**config.mk**
```make
export PLATFORM = sky130hd
export DESIGN_NAME = irq_level_resolver
export DESIGN_NICKNAME = d
export VERILOG_FILES = /design/src/rtl/irq_pkg.sv /design/src/rtl/irq_pend_store.sv /design/src/rtl/irq_prio_eval.sv /design/src/rtl/irq_info_latch.sv /design/src/rtl/irq_level_resolver.sv
export SDC_FILE = /design/constraint.sdc
export NUM_CORES = 1
export LEC_CHECK = 0
export ABC_AREA = 1
export BUFFER_PORTS_ARGS = -buffer_cell sky130_fd_sc_hd__buf_2
export CAP_MARGIN = 20
export CORE_MARGIN = 5
export CORE_UTILIZATION = 45
export DETAILED_ROUTE_END_ITERATION = 12
export SKIP_CTS_REPAIR_TIMING = 1
export SLEW_MARGIN = 20
export SYNTH_ARGS = -nofsm -noshare
export SYNTH_HDL_FRONTEND = slang
export SYNTH_SLANG_ARGS = --single-unit
```
**constraint.sdc**
```tcl
create_clock -name clk -period 4.5 [get_ports clk]
set_input_delay 0.9 -clock clk [delete_from_list [all_inputs] [get_ports clk]]
set_output_delay 0.9 -clock clk [all_outputs]
set_load 0.03 [all_outputs]
```
**src/rtl/irq_pkg.sv**
```systemverilog
package irq_pkg;
  typedef enum logic [1:0] {
    CMD_NONE      = 2'd0,
    CMD_POST      = 2'd1,
    CMD_CLEAR     = 2'd2,
    CMD_CLEAR_ALL = 2'd3
  } cmd_kind_e;
endpackage

```
**src/rtl/irq_pend_store.sv**
```systemverilog
module irq_pend_store import irq_pkg::*; #(
  parameter int NUM_LEVELS = 32,
  parameter int NSRC       = 8,
  parameter int CMD_LVL_W  = $clog2(NUM_LEVELS) + 1,
  parameter int CMD_IDX_W  = $clog2(NSRC) + 1
) (
  input  logic                  clk,
  input  logic                  rst,
  input  cmd_kind_e             kind,
  input  logic [CMD_LVL_W-1:0]  lvl,
  input  logic [CMD_IDX_W-1:0]  idx,
  output logic [NUM_LEVELS-1:0] status_o,
  output logic                  cmd_err_o
);
  localparam int LVL_W = $clog2(NUM_LEVELS);
  localparam int IDX_W = $clog2(NSRC);

  logic [NSRC-1:0] pend_q [NUM_LEVELS];
  logic [NUM_LEVELS-1:0] status_q;
  logic err_q;

  logic in_range;
  logic [LVL_W-1:0] lvl_s;
  logic [IDX_W-1:0] idx_s;
  logic [NSRC-1:0] src_bit;
  logic [NSRC-1:0] rest_mask;

  always_comb begin
    in_range  = (int'(lvl) < NUM_LEVELS) && (int'(idx) < NSRC);
    lvl_s     = lvl[LVL_W-1:0];
    idx_s     = idx[IDX_W-1:0];
    src_bit   = NSRC'(1) << idx_s;
    rest_mask = in_range ? (pend_q[lvl_s] & ~src_bit) : '0;
  end

  always_ff @(posedge clk) begin
    if (rst) begin
      for (int k = 0; k < NUM_LEVELS; k++) pend_q[k] <= '0;
      status_q <= '0;
      err_q    <= 1'b0;
    end else begin
      case (kind)
        CMD_CLEAR_ALL: begin
          for (int k = 0; k < NUM_LEVELS; k++) pend_q[k] <= '0;
          status_q <= '0;
        end
        CMD_POST: begin
          if (in_range) begin
            pend_q[lvl_s]   <= pend_q[lvl_s] | src_bit;
            status_q[lvl_s] <= 1'b1;
          end else begin
            err_q <= 1'b1;
          end
        end
        CMD_CLEAR: begin
          if (in_range) begin
            pend_q[lvl_s] <= rest_mask;
            if (rest_mask == '0) status_q[lvl_s] <= 1'b0;
          end else begin
            err_q <= 1'b1;
          end
        end
        default: ;
      endcase
    end
  end

  assign status_o  = status_q;
  assign cmd_err_o = err_q;

  // an accepted post leaves its level marked active
  p_post_marks_r1: assert property (@(posedge clk) disable iff (rst)
    (kind == CMD_POST && in_range) |=> status_q[$past(lvl_s)]);

  // clear-all empties the status word on one edge
  p_clear_all_r3: assert property (@(posedge clk) disable iff (rst)
    (kind == CMD_CLEAR_ALL) |=> (status_q == '0));

  // error flag is sticky
  p_err_sticky_r12: assert property (@(posedge clk) disable iff (rst)
    err_q |=> err_q);

  // rejected commands leave the status word untouched
  p_reject_no_change_r12: assert property (@(posedge clk) disable iff (rst)
    ((kind == CMD_POST || kind == CMD_CLEAR) && !in_range) |=> $stable(status_q));
endmodule

```
**src/rtl/irq_prio_eval.sv**
```systemverilog
module irq_prio_eval #(
  parameter int NUM_LEVELS = 32,
  parameter int SW_MIN     = 1,
  parameter int SW_MAX     = 16,
  parameter int EXT_MIN    = 16,
  parameter int EXT_MAX    = 31
) (
  input  logic [NUM_LEVELS-1:0]         status_i,
  input  logic [NUM_LEVELS-1:0]         sw_req_i,
  output logic [$clog2(NUM_LEVELS)-1:0] lvl_o,
  output logic [NUM_LEVELS-1:0]         sum_o
);
  localparam int LVL_W = $clog2(NUM_LEVELS);

  function automatic logic [NUM_LEVELS-1:0] range_mask(int lo, int hi);
    logic [NUM_LEVELS-1:0] m;
    m = '0;
    for (int b = 0; b < NUM_LEVELS; b++) if (b >= lo && b < hi) m[b] = 1'b1;
    return m;
  endfunction

  localparam logic [NUM_LEVELS-1:0] SW_MASK  = range_mask(SW_MIN, SW_MAX);
  localparam logic [NUM_LEVELS-1:0] EXT_MASK = range_mask(EXT_MIN, EXT_MAX);

  logic [NUM_LEVELS-1:0] sw_m, ext_m;

  always_comb begin
    sw_m  = sw_req_i & SW_MASK;
    ext_m = status_i & EXT_MASK;
    lvl_o = '0;
    sum_o = '0;
    // software tier first, offset into its own priority range
    for (int i = 0; i < NUM_LEVELS; i++) begin
      if (sw_m[i]) begin
        lvl_o    = LVL_W'(i - SW_MIN + 1);
        sum_o[i] = 1'b1;
      end
    end
    // external tier overrides any software candidate
    for (int i = 0; i < NUM_LEVELS; i++) begin
      if (ext_m[i]) begin
        lvl_o    = LVL_W'(i);
        sum_o[i] = 1'b1;
      end
    end
  end
endmodule

```
**src/rtl/irq_info_latch.sv**
```systemverilog
module irq_info_latch #(
  parameter int NUM_LEVELS = 32,
  parameter int LVL_W      = $clog2(NUM_LEVELS)
) (
  input  logic                  clk,
  input  logic                  rst,
  input  logic                  ack,
  input  logic                  commit,
  input  logic [LVL_W-1:0]      lvl_i,
  input  logic [NUM_LEVELS-1:0] sum_i,
  output logic [LVL_W-1:0]      pub_level_o,
  output logic [NUM_LEVELS-1:0] pub_summary_o,
  output logic                  pub_valid_o,
  output logic                  commit_err_o
);
  logic [LVL_W-1:0]      held_lvl_q;
  logic [NUM_LEVELS-1:0] held_sum_q;
  logic                  held_q;

  always_ff @(posedge clk) begin
    if (rst) begin
      held_lvl_q    <= '0;
      held_sum_q    <= '0;
      held_q        <= 1'b0;
      pub_level_o   <= '0;
      pub_summary_o <= '0;
      pub_valid_o   <= 1'b0;
      commit_err_o  <= 1'b0;
    end else begin
      pub_valid_o <= 1'b0;
      if (commit) begin
        if (held_q) begin
          pub_level_o   <= held_lvl_q;
          pub_summary_o <= held_sum_q;
          pub_valid_o   <= 1'b1;
          held_q        <= 1'b0;
        end else begin
          commit_err_o <= 1'b1;
        end
      end
      if (ack) begin
        held_lvl_q <= lvl_i;
        held_sum_q <= sum_i;
        held_q     <= 1'b1;
      end
    end
  end

  // a publication pulse only follows a commit that found a held capture
  p_pub_after_commit_r10: assert property (@(posedge clk) disable iff (rst)
    pub_valid_o |-> ($past(commit) && $past(held_q)));

  // commit with nothing held raises the sticky error
  p_commit_err_r11: assert property (@(posedge clk) disable iff (rst)
    (commit && !held_q) |=> commit_err_o);

  // published values hold without a pulse
  p_pub_stable_r11: assert property (@(posedge clk) disable iff (rst)
    !pub_valid_o |-> ($stable(pub_level_o) && $stable(pub_summary_o)));
endmodule

```
**src/rtl/irq_level_resolver.sv**
```systemverilog
module irq_level_resolver import irq_pkg::*; #(
  parameter int NUM_LEVELS = 32,
  parameter int NSRC       = 8,
  parameter int SW_MIN     = 1,
  parameter int SW_MAX     = 16,
  parameter int EXT_MIN    = 16,
  parameter int EXT_MAX    = 31,
  parameter int PC_W       = 32,
  localparam int LVL_W     = $clog2(NUM_LEVELS),
  localparam int CMD_LVL_W = LVL_W + 1,
  localparam int CMD_IDX_W = $clog2(NSRC) + 1
) (
  input  logic                  clk,
  input  logic                  rst,
  input  logic                  cmd_post,
  input  logic                  cmd_clear,
  input  logic                  cmd_clear_all,
  input  logic [CMD_LVL_W-1:0]  cmd_level,
  input  logic [CMD_IDX_W-1:0]  cmd_index,
  input  logic [NUM_LEVELS-1:0] sw_req,
  input  logic [LVL_W-1:0]      cur_ipl,
  input  logic [PC_W-1:0]       pc,
  input  logic                  ack,
  input  logic                  commit,
  output logic                  irq_o,
  output logic                  cmd_err_o,
  output logic [LVL_W-1:0]      pub_level_o,
  output logic [NUM_LEVELS-1:0] pub_summary_o,
  output logic                  pub_valid_o,
  output logic                  commit_err_o
);
  localparam logic [PC_W-1:0] PC_ALIGN_MASK = PC_W'(3);

  cmd_kind_e             kind;
  logic [NUM_LEVELS-1:0] status;
  logic [LVL_W-1:0]      res_lvl;
  logic [NUM_LEVELS-1:0] res_sum;
  logic                  pc_aligned;
  logic                  irq_d, irq_q;

  always_comb begin
    if (cmd_clear_all)  kind = CMD_CLEAR_ALL;
    else if (cmd_clear) kind = CMD_CLEAR;
    else if (cmd_post)  kind = CMD_POST;
    else                kind = CMD_NONE;
  end

  irq_pend_store #(
    .NUM_LEVELS(NUM_LEVELS), .NSRC(NSRC),
    .CMD_LVL_W(CMD_LVL_W), .CMD_IDX_W(CMD_IDX_W)
  ) u_store (
    .clk(clk), .rst(rst), .kind(kind), .lvl(cmd_level), .idx(cmd_index),
    .status_o(status), .cmd_err_o(cmd_err_o)
  );

  irq_prio_eval #(
    .NUM_LEVELS(NUM_LEVELS), .SW_MIN(SW_MIN), .SW_MAX(SW_MAX),
    .EXT_MIN(EXT_MIN), .EXT_MAX(EXT_MAX)
  ) u_eval (
    .status_i(status), .sw_req_i(sw_req), .lvl_o(res_lvl), .sum_o(res_sum)
  );

  irq_info_latch #(.NUM_LEVELS(NUM_LEVELS), .LVL_W(LVL_W)) u_info (
    .clk(clk), .rst(rst), .ack(ack), .commit(commit),
    .lvl_i(res_lvl), .sum_i(res_sum),
    .pub_level_o(pub_level_o), .pub_summary_o(pub_summary_o),
    .pub_valid_o(pub_valid_o), .commit_err_o(commit_err_o)
  );

  always_comb begin
    pc_aligned = ((pc & PC_ALIGN_MASK) == '0);
    irq_d = (status != '0) && pc_aligned && (res_lvl != '0) && (res_lvl > cur_ipl);
  end

  always_ff @(posedge clk) begin
    if (rst) irq_q <= 1'b0;
    else     irq_q <= irq_d;
  end

  assign irq_o = irq_q;

  // empty status word blocks the request
  p_no_status_r4: assert property (@(posedge clk) disable iff (rst)
    (status == '0) |=> !irq_q);

  // misaligned PC blocks the request
  p_pc_gate_r5: assert property (@(posedge clk) disable iff (rst)
    ((pc & PC_ALIGN_MASK) != '0) |=> !irq_q);

  // a level at or below the threshold never fires
  p_strict_r9: assert property (@(posedge clk) disable iff (rst)
    (res_lvl <= cur_ipl) |=> !irq_q);
endmodule

```
# After elaboration in Yosys (flattened, before gate mapping)
# Memory sizes are Yosys's and may differ from the RTL's.
# Index checks and enable logic that the tools add are counted.
[totals]
regBits = 107
memories = 1
mem_bits_rw = 256
latchBits = 0
rom_bits = 0
[classes]
n_shift = 1
multipliers = 0
div_mod_pow = 0
bitwise = 42
n_eq_ne = 6
add_sub_neg = 0
order_cmp = 5
mux = 121
reduce_logical = 18
[mem_list]
columns = ["memory", "words", "word_bits", "rd", "rd_ports_with_merged_regs", "write_ports", "line_no", "rtl"]
rows = [
  ["u_store.pend_q", 32, 8, 1, 0, 32, "irq_pend_store.sv:18", "logic [NSRC-1:0] pend_q [NUM_LEVELS];"],
]
[op_table]
columns = ["operator", "n"]
rows = [
  ["$mux 8", 35],
  ["$mux 5", 30],
  ["$mux 32", 3],
  ["$pmux 32 s3", 1],
  ["$mux 1", 49],
  ["$or 1x1->1", 33],
  ["$and 32x32->32", 1],
  ["$logic_not 32->1", 1],
  ["$not 32->32", 1],
  ["$or 32x32->32", 1],
  ["$reduce_bool 32->1", 1],
  ["$and 8x8->8", 1],
  ["$logic_not 8->1", 1],
  ["$not 8->8", 1],
  ["$or 8x8->8", 1],
  ["$reduce_or 8->1", 1],
  ["$shl 1x3->8 const A", 1],
  ["$lt 5x6->1 const B", 1],
  ["$lt 6x6->1 const B", 1],
  ["$ne 2x1->1 const B", 3],
  ["$reduce_and 2->1", 3],
  ["$demux 1 s5", 1],
  ["$ge 5x1->1 const B", 1],
  ["$gt 5x5->1", 1],
  ["other kinds (11)", 20],
]

# Logic depth before layout (Yosys ltp)
# Gate-level depths: netlist of run 1.
[depth]
depth_word = 33
depth_mapped = 37
depth_no_buf = 37

# By module
# Synthesis of run 1 repeated with hierarchy kept, for this count alone.
[unflattened]
hier_cells = 2320
hier_area_um2 = 18069.8
[modules_own_cells]
columns = ["module", "cells_each", "seq_area_each_um2", "area_each_um2", "n_inst"]
rows = [
  ["irq_pend_store", 1717, 8348.0, 14128.6, 1],
  ["irq_info_latch", 407, 1541.5, 2909.0, 1],
  ["irq_prio_eval", 128, 0.0, 695.7, 1],
  ["irq_level_resolver", 68, 20.0, 336.6, 1],
]

# Worst setup path after synthesis of run 1
# OpenSTA, ideal clock, no wires.
[synth_path]
kind = "input -> register"
startpoint = "input sw_req[2]"
endpoint = "register irq_q, in the netlist irq_o"
stages = 37
n_path_buf = 0
path_slack_ps = 1431
arrival_ps = 3012
required_ps = 4444
setup_time_ps = 56
cell_sequence = "inv_1 -> nand2_1 -> nand2_1 -> nand2_1 -> nand2_1 -> nand2_1 -> nand2_1 -> nand2_1 -> nand2_1 -> nand2_1 -> nand2_1 -> nand2_1 -> nand2_1 -> nand2_1 -> nand2_1 -> nand2_1 -> nand2_1 -> nand2_1 -> nand2_1 -> nand2_1 -> nand2_1 -> nand2_1 -> nand2_1 -> nand2_1 -> nand2_1 -> nand2_1 -> nand2_1 -> nand2_1 -> nand2_1 -> nand2_1 -> ha_1 -> o21ai_0 -> a21o_1 -> a21oi_1 -> nor4_1 -> nand2_1 -> inv_1"
[synth_between]
elab_chain_cells = 32
elab_cells_between_ends = 33
cone_classes = "1 x order compare; 29 x mux; 3 x reduce/logical"
[synth_lines]
columns = ["element", "line_no", "rtl"]
rows = [
  ["start, declared", "irq_level_resolver.sv:20", "input logic [NUM_LEVELS-1:0] sw_req,"],
  ["$mux 5 (*) (14 in series)", "irq_prio_eval.sv:34", "if (sw_m[i]) begin"],
  ["$mux 5 (*) (15 in series)", "irq_prio_eval.sv:41", "if (ext_m[i]) begin"],
  ["parallel branches: the longest is 2 deep, another holds $gt 5x5->1", "n/a", ""],
  ["$logic_and 1x1->1 (*)", "irq_level_resolver.sv:72", "irq_d = (status != '0) && pc_aligned && (res_lvl != '0) && (res_lvl > cur_ipl);"],
  ["end signal, assigned", "irq_level_resolver.sv:77", "else irq_q <= irq_d;"],
  ["end, declared", "irq_level_resolver.sv:39", "logic irq_d, irq_q;"],
]
# Mark *: on every way between the ends.
# A chain may end at the register's enable or synchronous reset.

# Final worst setup path of run 1
[layout_path]
startpoint = "input cmd_level[1]"
endpoint = "register u_store.status_q[6], in the netlist u_store.status_o[6]"
[layout_between]
elab_chain_cells = 9
elab_cells_between_ends = 22
cone_classes = "3 x order compare; 3 x eq/ne; 7 x mux; 4 x bitwise; 4 x reduce/logical; 1 x memory"
[layout_lines]
columns = ["element", "line_no", "rtl"]
rows = [
  ["start, declared", "irq_level_resolver.sv:18", "input logic [CMD_LVL_W-1:0] cmd_level,"],
  ["$lt 5x6->1 (implied by the code) or $ge 5x1->1 (tied branches)", "irq_pend_store.sv:50, irq_pend_store.sv:58", ""],
  ["$logic_and 1x1->1 (implied by the code)", "irq_pend_store.sv:50, irq_pend_store.sv:58", ""],
  ["$mux 1 (implied by the code)", "irq_pend_store.sv:50, irq_pend_store.sv:58", ""],
  ["$demux 1 s5", "n/a", ""],
  ["$not 32->32 (no source line)", "n/a", ""],
  ["$and 32x32->32 (no source line)", "n/a", ""],
  ["$mux 32", "irq_pend_store.sv:58", "if (rest_mask == '0) status_q[lvl_s] <= 1'b0;"],
  ["$mux 32", "irq_pend_store.sv:56", "if (in_range) begin"],
  ["$pmux 32 s3", "irq_pend_store.sv:42", "case (kind)"],
  ["end signal, assigned", "irq_pend_store.sv:45", "status_q <= '0;"],
  ["end signal, assigned by index", "irq_pend_store.sv:50", "status_q[lvl_s] <= 1'b1;"],
  ["end signal, assigned by index", "irq_pend_store.sv:58", ""],
  ["end, declared", "irq_pend_store.sv:19", "logic [NUM_LEVELS-1:0] status_q;"],
]
# Parallel ways exist; a longest one is shown, timed or not. The select of a mux whose other input is x is not followed.

==> run summary, run 1 <==
Starting Density: 45.4%
Max Buffers Root-to-Sink: 3
GP Congestion: 0.864
Fin nets: 1,829
Total track usage: 22.2%
Routed WL per cell: 19.9 um
First-pass GRT wire length: 69,100 um
Core area: 35,500 um2
Max-Cap Viols: 0
F_max: 275 MHz
Die area: 39,700 um2
Async set-reset flop share out of synthesis: 0%
Share of cells above drive strength 1: 11.3%
Hpwl dp: 29,300 um
Crit path DAT: 4.06 ns
Clock Tree Root: clkbuf_16
Worst Tran Pin Value: 1.02 ns
Drt first pass iters: 6
Pre-CTS setup slack: 0.365 ns
Clk_skew: 0.0128 ns
Leakage power: 6.92 nW
Largest net degree at the start of global routing: 86
Final hold violations: 0
Run status: complete, no violations
Final ANT Viol Nets: 0
Finished Core Util: 51.5%
CTS clk-pin slew, worst paths: 0.05 ns
Max-slew headroom: 32.0%
Worst Setup End Kind: flip-flop
Ant. Diodes: 0
Synthesized netlist cell count: 1,696
I/O Buffers: 77
Sequential area share after synthesis: 61.0%
TritonCTS Buffers: 40
Mapped Avg Cell Area: 9.50 um2
CP Launch Type: input pin
Min cycle time layout: 3.64 ns
Period Utilization, post-route: 80.9%
Later-pin clock latency in the skew report: 0.53 ns
Number of flops mapped to enable cells by yosys: 256
Fin. max-slew vios: 0
Critical path peak fanout: 65
P&R area growth vs syn: 13.5%
Pwr dens: 439 nW/um2
Die X: 199 um
Congestion Overflow GR: 0
TNS Setup: 0 ns
Number of endpoints failing setup at the final stage: 0
Drt via density: 5.71
CTS tree: done
Ys Warns: 0
Primary FF master, synth: edfxtp_1
Iter 0 DRT Violations: 1,107
# H-tree levels: 2
Clock sinks: 363
Mapped cell area: 16,100 um2
DRC: 0
Die H: 199 um
Worst vdd ir: 0.000301 V
Ports: 127
Via Count: 12,674
Site Rows: 69
#FFs+latches synth: 363
Antenna violations before repair: 0
Vias in the first global route: 12,256
CP Class: in2reg
Unique masters post-synth: 41
RSZ-0062 raised after global routing: no
Post-Route WL: 44,100 um
Hold crit path type: reg2reg
WP data required: 4.92 ns
Final Worst Setup Slack: 0.860 ns
placed cells by master, fill, tap and decap left out, drive strengths merged, types with 64 or more instances in the layout:
master	synthesis	final
nand3	157	157
o21ai	113	113
nand2	149	149
dfxtp	107	107
buf	33	115
nor2	432	432
inv	75	75
a21oi	72	72
edfxtp	256	256
a22oi	64	64
worst max-delay path: stages:
cell and delay, ns:
buf_4 0.33, nor2_4 0.08, buf_12 0.22, a22oi_1 0.28, a31oi_1 0.17, nor4b_1 0.48
nand2_1 0.16, nand2_1 0.09, nand3_1 0.07, nor4_1 0.22, nand2_1 0.18, nand2_1 0.11
nand2_2 0.06, inv_2 0.33, o21ai_0 0.16, o211a_1 0.14
cells in the mapped netlist (all sizes together), types with 5 or more instances:
| master | count | area, um2 |
|---|---|---|
| o22ai | 12 | 75.1 |
| a211oi | 17 | 133 |
| o211a | 8 | 80.1 |
| dfxtp | 107 | 2140 |
| ha | 9 | 113 |
| buf | 33 | 186 |
| nand3 | 157 | 786 |
| or2 | 5 | 31.3 |
| nand2 | 149 | 562 |
| a22oi | 64 | 480 |
| o211ai | 6 | 45.0 |
| nor3 | 17 | 95.1 |
| a31oi | 48 | 300 |
| nor4b | 7 | 73.8 |
| o21ai | 113 | 566 |
| nor2 | 432 | 1620 |
| nor4 | 10 | 75.1 |
| a21oi | 72 | 360 |
| clkbuf | 87 | 327 |
| edfxtp | 256 | 7690 |
| inv | 75 | 282 |
registers in the layout, summed over array words and instances, names as in the netlist, 5 cells and up:
name / cells
u_info.held_lvl_q: 5
u_info.held_sum_q: 30
u_info.pub_level_o: 5
u_info.pub_summary_o: 30
u_store.pend_q: 256
u_store.status_o: 32
cell families after synthesis:
family | after synthesis | synth area share, %
adder cells (fa/ha/maj) | 9 | 0.699
flip-flops | 363 | 61.0
AO/OA/AOI/OAI | 345 | 12.9
buffers and inverters | 196 | 4.96
other | 1 | 0.0233
AND/OR/NAND/NOR | 782 | 20.4
cell type report:
| cell class | instances | area [um2] |
|---|---|---|
| repair buffers | 115 | 736 |
| clock buffers | 48 | 1130 |
| fillers | 3222 | 17200 |
| flip-flops and latches | 363 | 9830 |
| clock inverters | 19 | 190 |
| well taps | 461 | 577 |
| multi-input cells | 1138 | 5540 |
| inverters | 76 | 285 |
power breakdown:
group | switching, mW | total (mW) | leakage [nW] | internal (mW)
registers | 0.0765 | 3.85 | 3.72 | 3.77
clock network | 1.29 | 3.29 | 0.652 | 2.00
logic | 0.648 | 0.889 | 2.55 | 0.241
total | 2.01 | 8.02 | 6.92 | 6.01
per-stage QoR:
| stage | instance area (um2) | power, mW | hold slack [ns] | std cells |
|---|---|---|---|---|
| 5_1_grt | 18300 | 8.33 | 0.493 | 2220 |
| 2_1_floorplan | 16100 | 4.48 | 0.430 | 1697 |
| 6_report | 18300 | 8.02 | 0.457 | 2220 |
| 3_5_place_dp | 17000 | 4.81 | 0.456 | 2153 |
| 4_1_cts | 18300 | 8.09 | 0.456 | 2220 |
| 3_3_place_gp | 17000 | 4.79 | 0.443 | 2153 |
metal layers:
layer  share of wire, %  track usage [%]  vias to the layer above
met2                 47             35.3                      445
met1                 43             31.5                     6122
li1                   -                -                     6021
met4                2.9             6.79                        0
met5                  0                0                        -
met3                7.8             3.74                       86
worst paths after layout:
kind,start,end,slack [ns],cells after the start
max,cmd_level[1],u_store.status_o[6],0.86,16
min reg2reg,u_info.held_lvl_q[2],u_info.pub_level_o[2],0.46,2
max reg2reg,u_store.pend_q[8][7],u_store.status_o[6],1.57,13
min,u_info.held_lvl_q[2],u_info.pub_level_o[2],0.46,2
(Power assumes the default switching activity.)
==> run 2: changes to the inputs <==
--- a/config.mk
+++ b/config.mk
@@ -11,6 +11,7 @@
 export CORE_MARGIN = 5
 export CORE_UTILIZATION = 45
 export DETAILED_ROUTE_END_ITERATION = 12
+export PLACE_DENSITY = 0.65
 export SKIP_CTS_REPAIR_TIMING = 1
 export SLEW_MARGIN = 20
 export SYNTH_ARGS = -nofsm -noshare
==> constraint.sdc (replaced) <==
create_clock -name clk -period 3.1 [get_ports clk]
set_input_delay 0.62 -clock clk [delete_from_list [all_inputs] [get_ports clk]]
set_output_delay 0.62 -clock clk [all_outputs]
set_load 0.03 [all_outputs]
==> run 2 against run 1 <==
Hold slack got worse by 0.10 ns. Routed wire length rose by 0.85%. Via count grew 4.4%. Sequential power is 45% higher. Cell count up 4.7%. Flip-flop and latch count did not move. Critical path depth up 4. Clock power up 45%.
==> run summary, run 2 (same netlist as run 1, synthesis figures left out) <==
Most flops, register: u_store.pend_q
Buf+Inv Stages, Crit Path: 7
Post-Route WL: 44,500 um
Total track usage: 22.2%
Commonest non-fill, non-tap cells in the layout: 429 x nor2_1, 256 x edfxtp_1, 157 x nand3_1
Clock sinks: 363
Iter 0 DRT Violations: 1,364
First-pass GRT wire length: 69,400 um
Hold crit path type: in2reg
Starting Density: 45.4%
Ports: 127
Ant. Diodes: 0
Site Rows: 69
# H-tree levels: 2
Most used cell, CP: nand2_1
Layout Cells excl Fill: 2,325
Clock Power Share: 40.4%
Via Count: 13,236
Die area: 39,700 um2
Critical path's slowest cell: nor4b_1
RSZ-0062 raised after global routing: no
Footprint of the multi-input gates: 5560 um2
Vias in the first global route: 12,833
GP Congestion: 0.890
Max Buffers Root-to-Sink: 3
Fin. max-slew vios: 0
F_max: 345 MHz
Share of cells above drive strength 1: 16.6%
Max-Cap Viols: 0
Internal power: 8.77 mW
Antenna violations before repair: 0
R2R Setup Slk: 0.36 ns
Final ANT Viol Nets: 0
Fin nets: 1,931
Most common cell after layout, fill and taps aside: nor2_1
CTS tree: done
I/O Buffers: 77
Largest net degree at the start of global routing: 86
Die H: 199 um
Drt via density: 5.69
Worst vdd ir: 0.000475 V
Clock Tree Root: clkbuf_16
Crit path max-delay family: simple AND/OR/NAND/NOR gates
DRC: 0
Inst Count DP: 2,256
Routed WL per cell: 19.1 um
Worst Setup End Kind: flip-flop
Later-pin clock latency in the skew report: 0.55 ns
Sequential Area: 9830 um2
Core area: 35,500 um2
Combinational share of power: 12.3%
Clk_skew: 0.0196 ns
Number of endpoints failing setup at the final stage: 0
Worst Tran Pin Value: 0.696 ns
Pwr dens: 613 nW/um2
Final hold violations: 0
Critical Path Start: cmd_level[0]
Crit path cell chain: buf_2 > inv_2 > nor2_4 > buf_12 > a22oi_1 > a31oi_1 > buf_4 > nor4b_1 > buf_4 > nand2_1 > nand2_1 > nand3_1 > nor4_1 > nand2_1 > nand2_1 > nand2_2 > inv_2 > buf_12 > o21ai_0 > o211a_1
TritonCTS Buffers: 39
Critical path peak fanout: 29
Congestion Overflow GR: 0
Period Utilization, post-route: 93.5%
Hold_sp: sw_req[7]
Max-slew headroom: 53.6%
# fillers: 3,130
Drt first pass iters: 6
Min cycle time layout: 2.90 ns
CP max stage delay: 0.25 ns
Max FFs per register: 256
P&R area growth vs syn: 19.6%
TNS Setup: 0 ns
CP Launch Type: input pin
Run status: complete, no violations
Net Sw Frac: 25.8%
Hpwl dp: 30,000 um
Leakage power: 7.47 nW
CP Class: in2reg
Die X: 199 um
CTS clk-pin slew, worst paths: 0.06 ns
Flop pwr share: 47.3%
WP data required: 3.53 ns
Net Sw Power: 3.04 mW
Crit path DAT: 3.33 ns
Reg2reg start: u_store.pend_q[4][4]
==> run 2: cell count changes in the layout (fill, tap and decap cells not counted), moves of 2 or more <==
cell / previous run / this run
buf_12: 5 / 19
buf_4: 34 / 123
clkbuf_16: 44 / 41
clkinv_1: 8 / 6
clkinv_2: 7 / 4
clkinv_8: 0 / 2
inv_4: 0 / 2
nor4b_1: 5 / 3
nor4b_2: 2 / 4
==> run 2: final timing paths <==
| kind | depth (start not counted) | end |
|---|---|---|
| worst min-delay path | 3 | u_info.held_sum_q[7] |
| worst max-delay path | 20 | u_store.status_o[15] |
| worst min register to register | 2 | u_info.pub_summary_o[30] |
| worst max register to register | 16 | u_store.status_o[15] |
==> run 2: worst register-to-register path: cells and delay by family (launching register included) <==
| family | cells | cell delay (ns) |
|---|---|---|
| simple gates | 8 | 1.04 |
| flops | 1 | 0.36 |
| compound gates | 4 | 0.68 |
| buf+inv | 4 | 0.57 |
==> run 2: power groups by stage <==
stage | Combinational (mW) | Clock (mW) | Sequential, mW
after CTS | 1.44 | 4.83 | 5.58
after detailed placement | 1.43 | 0 | 5.68
after floorplan | 0.794 | 0 | 5.71
final | 1.45 | 4.77 | 5.58
after global placement | 1.41 | 0 | 5.67
after global routing | 1.57 | 5.03 | 5.61
==> run 2: layout make-up <==
type	instances	area share, %
flip-flops and latches	363	51.0
multi-input cells	1138	28.9
repair buffers	218	8.74
clock buffers	46	5.53
well taps	461	2.99
inverters	76	1.48
clock inverters	23	1.36
==> run 2: stage by stage <==
stage | hold WS (ns) | utilization [%] | power (mW) | cell area [um2] | worst slack, ns
6_report | 0.352 | 54.3 | 11.8 | 19300 | 0.202
5_1_grt | 0.348 | 54.3 | 12.2 | 19300 | 0.0358
4_1_cts | 0.327 | 54.2 | 11.9 | 19200 | 0.165
3_5_place_dp | 0.448 | 50.5 | 7.12 | 17900 | -0.403
3_3_place_gp | 0.449 | 50.5 | 7.09 | 17900 | -0.358
2_1_floorplan | 0.430 | - | 6.50 | 16100 | 0.311
==> run 2: routing by layer <==
metal  share of wire [%]  track usage, %  up-vias  routed length [um]
li1                    -               -     6229                   -
met4                 2.6            6.36        0                1170
met1                  41            30.0     6371               18500
met5                   0               0        -                   0
met2                  48            37.1      552               21300
met3                 7.9            3.95       84                3540
==> run 3: changes to the inputs <==
--- a/config.mk
+++ b/config.mk
@@ -11,9 +11,9 @@
 export CORE_MARGIN = 5
 export CORE_UTILIZATION = 45
 export DETAILED_ROUTE_END_ITERATION = 12
-export PLACE_DENSITY = 0.65
 export SKIP_CTS_REPAIR_TIMING = 1
 export SLEW_MARGIN = 20
 export SYNTH_ARGS = -nofsm -noshare
 export SYNTH_HDL_FRONTEND = slang
+export SYNTH_HIERARCHICAL = 1
 export SYNTH_SLANG_ARGS = --single-unit
==> run 3 against run 2 <==
Global-route usage is 1.5 points lower. Synthesized cell count rose by 37%. Design area rose by 6.6%. Die area increased by 12%. Setup slack better by 0.40 ns. Largest cell class unchanged. Highest routed layer unchanged.
==> run summary, run 3 <==
Run status: complete, no violations
Final ANT Viol Nets: 0
GP Congestion: 0.880
Worst vdd ir: 0.000327 V
I/O Buffers: 79
Async set-reset flop share out of synthesis: 0%
Max-slew headroom: 51.3%
Met2 global-route usage: 33.0%
TNS Setup: 0 ns
Congestion Overflow GR: 0
Post-synth top cells: 898 x nand2_1, 555 x nor2_1, 256 x edfxtp_1, 111 x dfxtp_1, 104 x inv_1
Synth Area in Compound Gates: 4.45%
Pre-CTS setup slack: -0.0145 ns
Hold crit path type: in2reg
Hold_sp: sw_req[1]
TritonCTS Buffers: 41
Buf+Inv Stages, Crit Path: 4
Hpwl dp: 31,700 um
Max FFs per register: 256
Clk_skew: 0.0183 ns
Synthesized netlist cell count: 2,320
WP data required: 3.55 ns
Reg2reg start: u_store/pend_q[18][5]
Ys Warns: 6
Max Buffers Root-to-Sink: 3
Crit path max-delay family: simple AND/OR/NAND/NOR gates
Worst Setup End Kind: flip-flop
Footprint of the multi-input gates: 6870 um2
Share of cells above drive strength 1: 11.4%
Sequential Area: 9910 um2
Routed WL per cell: 15.9 um
Die area: 44,300 um2
M3 GR Usage: 2.87%
Fin nets: 2,476
Critical path peak fanout: 2
Mapped cell area: 18,100 um2
Starting Density: 45.5%
# H-tree levels: 2
Core area: 39,700 um2
CP Launch Type: input pin
Critical path's slowest cell: ha_1
Total track usage: 20.7%
Grt met1 use: 29.6%
Final Worst Setup Slack: 0.599 ns
Clock sinks: 367
Most used cell, CP: nand2_1
CTS clk-pin slew, worst paths: 0.06 ns
Die X: 210 um
Max-Cap Viols: 0
# fillers: 3,840
#FFs+latches synth: 367
Fin. max-slew vios: 0
Crit path DAT: 2.95 ns
Sequential area share after synthesis: 54.8%
F_max: 400 MHz
Pwr dens: 588 nW/um2
Antenna violations before repair: 0
Critical Path Start: sw_req[2]
Ant. Diodes: 0
Via Count: 14,654
Count leader, synth: nand2_1
Leakage power: 9.46 nW
Busiest grt layer: met2
Synth top area cells: edfxtp_1 43%, nand2_1 19%, dfxtp_1 12%
First-pass GRT wire length: 73,800 um
CTS tree: done
Worst Tran Pin Value: 0.730 ns
Drt first pass iters: 5
Die H: 210 um
Clock Tree Root: clkbuf_16
Vias in the first global route: 13,744
Iter 0 DRT Violations: 1,208
Simple-Gate Fraction of Synth Area: 32.6%
Top cell type's share of synthesized area: 42.5%
Number of flops mapped to enable cells by yosys: 256
Min cycle time layout: 2.50 ns
Multiplexer share of the synthesized area: 0%
Mapped Avg Cell Area: 7.79 um2
Later-pin clock latency in the skew report: 0.56 ns
Most common cell after layout, fill and taps aside: nand2_1
Unique masters post-synth: 32
Final hold violations: 0
XOR/XNOR share of the synthesized area: 0%
CP max stage delay: 0.26 ns
DRC: 0
RSZ-0062 raised after global routing: no
Site Rows: 73
Combinational family with the most area after synthesis: simple AND/OR/NAND/NOR gates
Period Utilization, post-route: 80.7%
Adder-cell area share of the yosys netlist: 0.623%
P&R area growth vs syn: 13.7%
Largest net degree at the start of global routing: 65
Power Total: 12.1 mW
Commonest non-fill, non-tap cells in the layout: 897 x nand2_1, 554 x nor2_1, 256 x edfxtp_1
Number of endpoints failing setup at the final stage: 0
CP Class: in2reg
Post-Route WL: 46,600 um
Drt via density: 4.99
Primary FF master, synth: edfxtp_1
Most flops, register: u_store/pend_q
Ports: 127
Area leader, netlist: edfxtp_1
run 3: cell types whose count changed after synthesis, sizes merged, moves of 17 or more:
cell	delta
a211oi	-17
a21oi	-27
a22oi	-64
a31oi	-48
buf	+57
clkbuf	-25
inv	+37
nand2	+750
nand3	-111
nor2	+124
o211ai	+19
o21ai	-50
run 3: power breakdown:
| part | internal (mW) | switching, mW |
|---|---|---|
| Clock | 2.84 | 1.96 |
| Sequential | 5.54 | 0.135 |
| Combinational | 0.509 | 1.10 |
| Total | 8.89 | 3.20 |
run 3: logic make-up (layout without fill, tap and decap cells):
group	after synthesis	count (layout)
and+or+nand+nor	1529	1529
adders and majority gates	9	9
DFF	367	367
buffers and inverters	271	362
other	1	2
AOI/OAI and AO/OA	143	143
run 3: layer usage:
metal | vias to the layer above | wire (um)
met1 | 6737 | 21100
li1 | 7383 | -
met4 | 0 | 1210
met2 | 452 | 21300
met5 | - | 0
met3 | 82 | 2940
run 3: cell type report:
cell class	count	area share [%]
flip-flops and latches	367	48.2
multi-input cells	1683	33.4
repair buffers	169	6.14
clock buffers	52	5.31
well taps	525	3.20
inverters	119	2.51
clock inverters	22	1.18
run 3: worst paths after layout:
| check | depth (start not counted) | to | slack [ns] |
|---|---|---|---|
| setup / recovery | 39 | irq_o | 0.60 |
| hold reg to reg | 2 | u_info/commit_err_o | 0.47 |
| setup reg to reg | 16 | u_store/status_o[17] | 0.91 |
| hold / removal | 3 | u_info/held_sum_q[1] | 0.30 |
run 3: stage by stage:
| stage | cells | utilization [%] | hold WS [ns] | area [um2] |
|---|---|---|---|---|
| after detailed placement | 2863 | 48.4 | 0.464 | 19200 |
| after global routing | 2937 | 51.7 | 0.301 | 20500 |
| after CTS | 2937 | 51.7 | 0.273 | 20500 |
| final | 2937 | 51.7 | 0.304 | 20500 |
| after global placement | 2863 | 48.4 | 0.443 | 19200 |
| after floorplan | 2321 | - | 0.449 | 18100 |
run 3: worst register-to-register path, stage by stage (launching register included):
cell	delay, ns
edfxtp_1	0.38
nand2_1	0.08
nand2_1	0.05
nand2_1	0.07
nand2_1	0.14
nand2_1	0.10
nand2_1	0.07
nor2_1	0.13
nand2_1	0.07
nand2_1	0.07
nand2_1	0.06
nor2_1	0.10
nand2_1	0.13
nand2_1	0.19
nand2_2	0.22
nor2_1	0.16
nor2_1	0.06
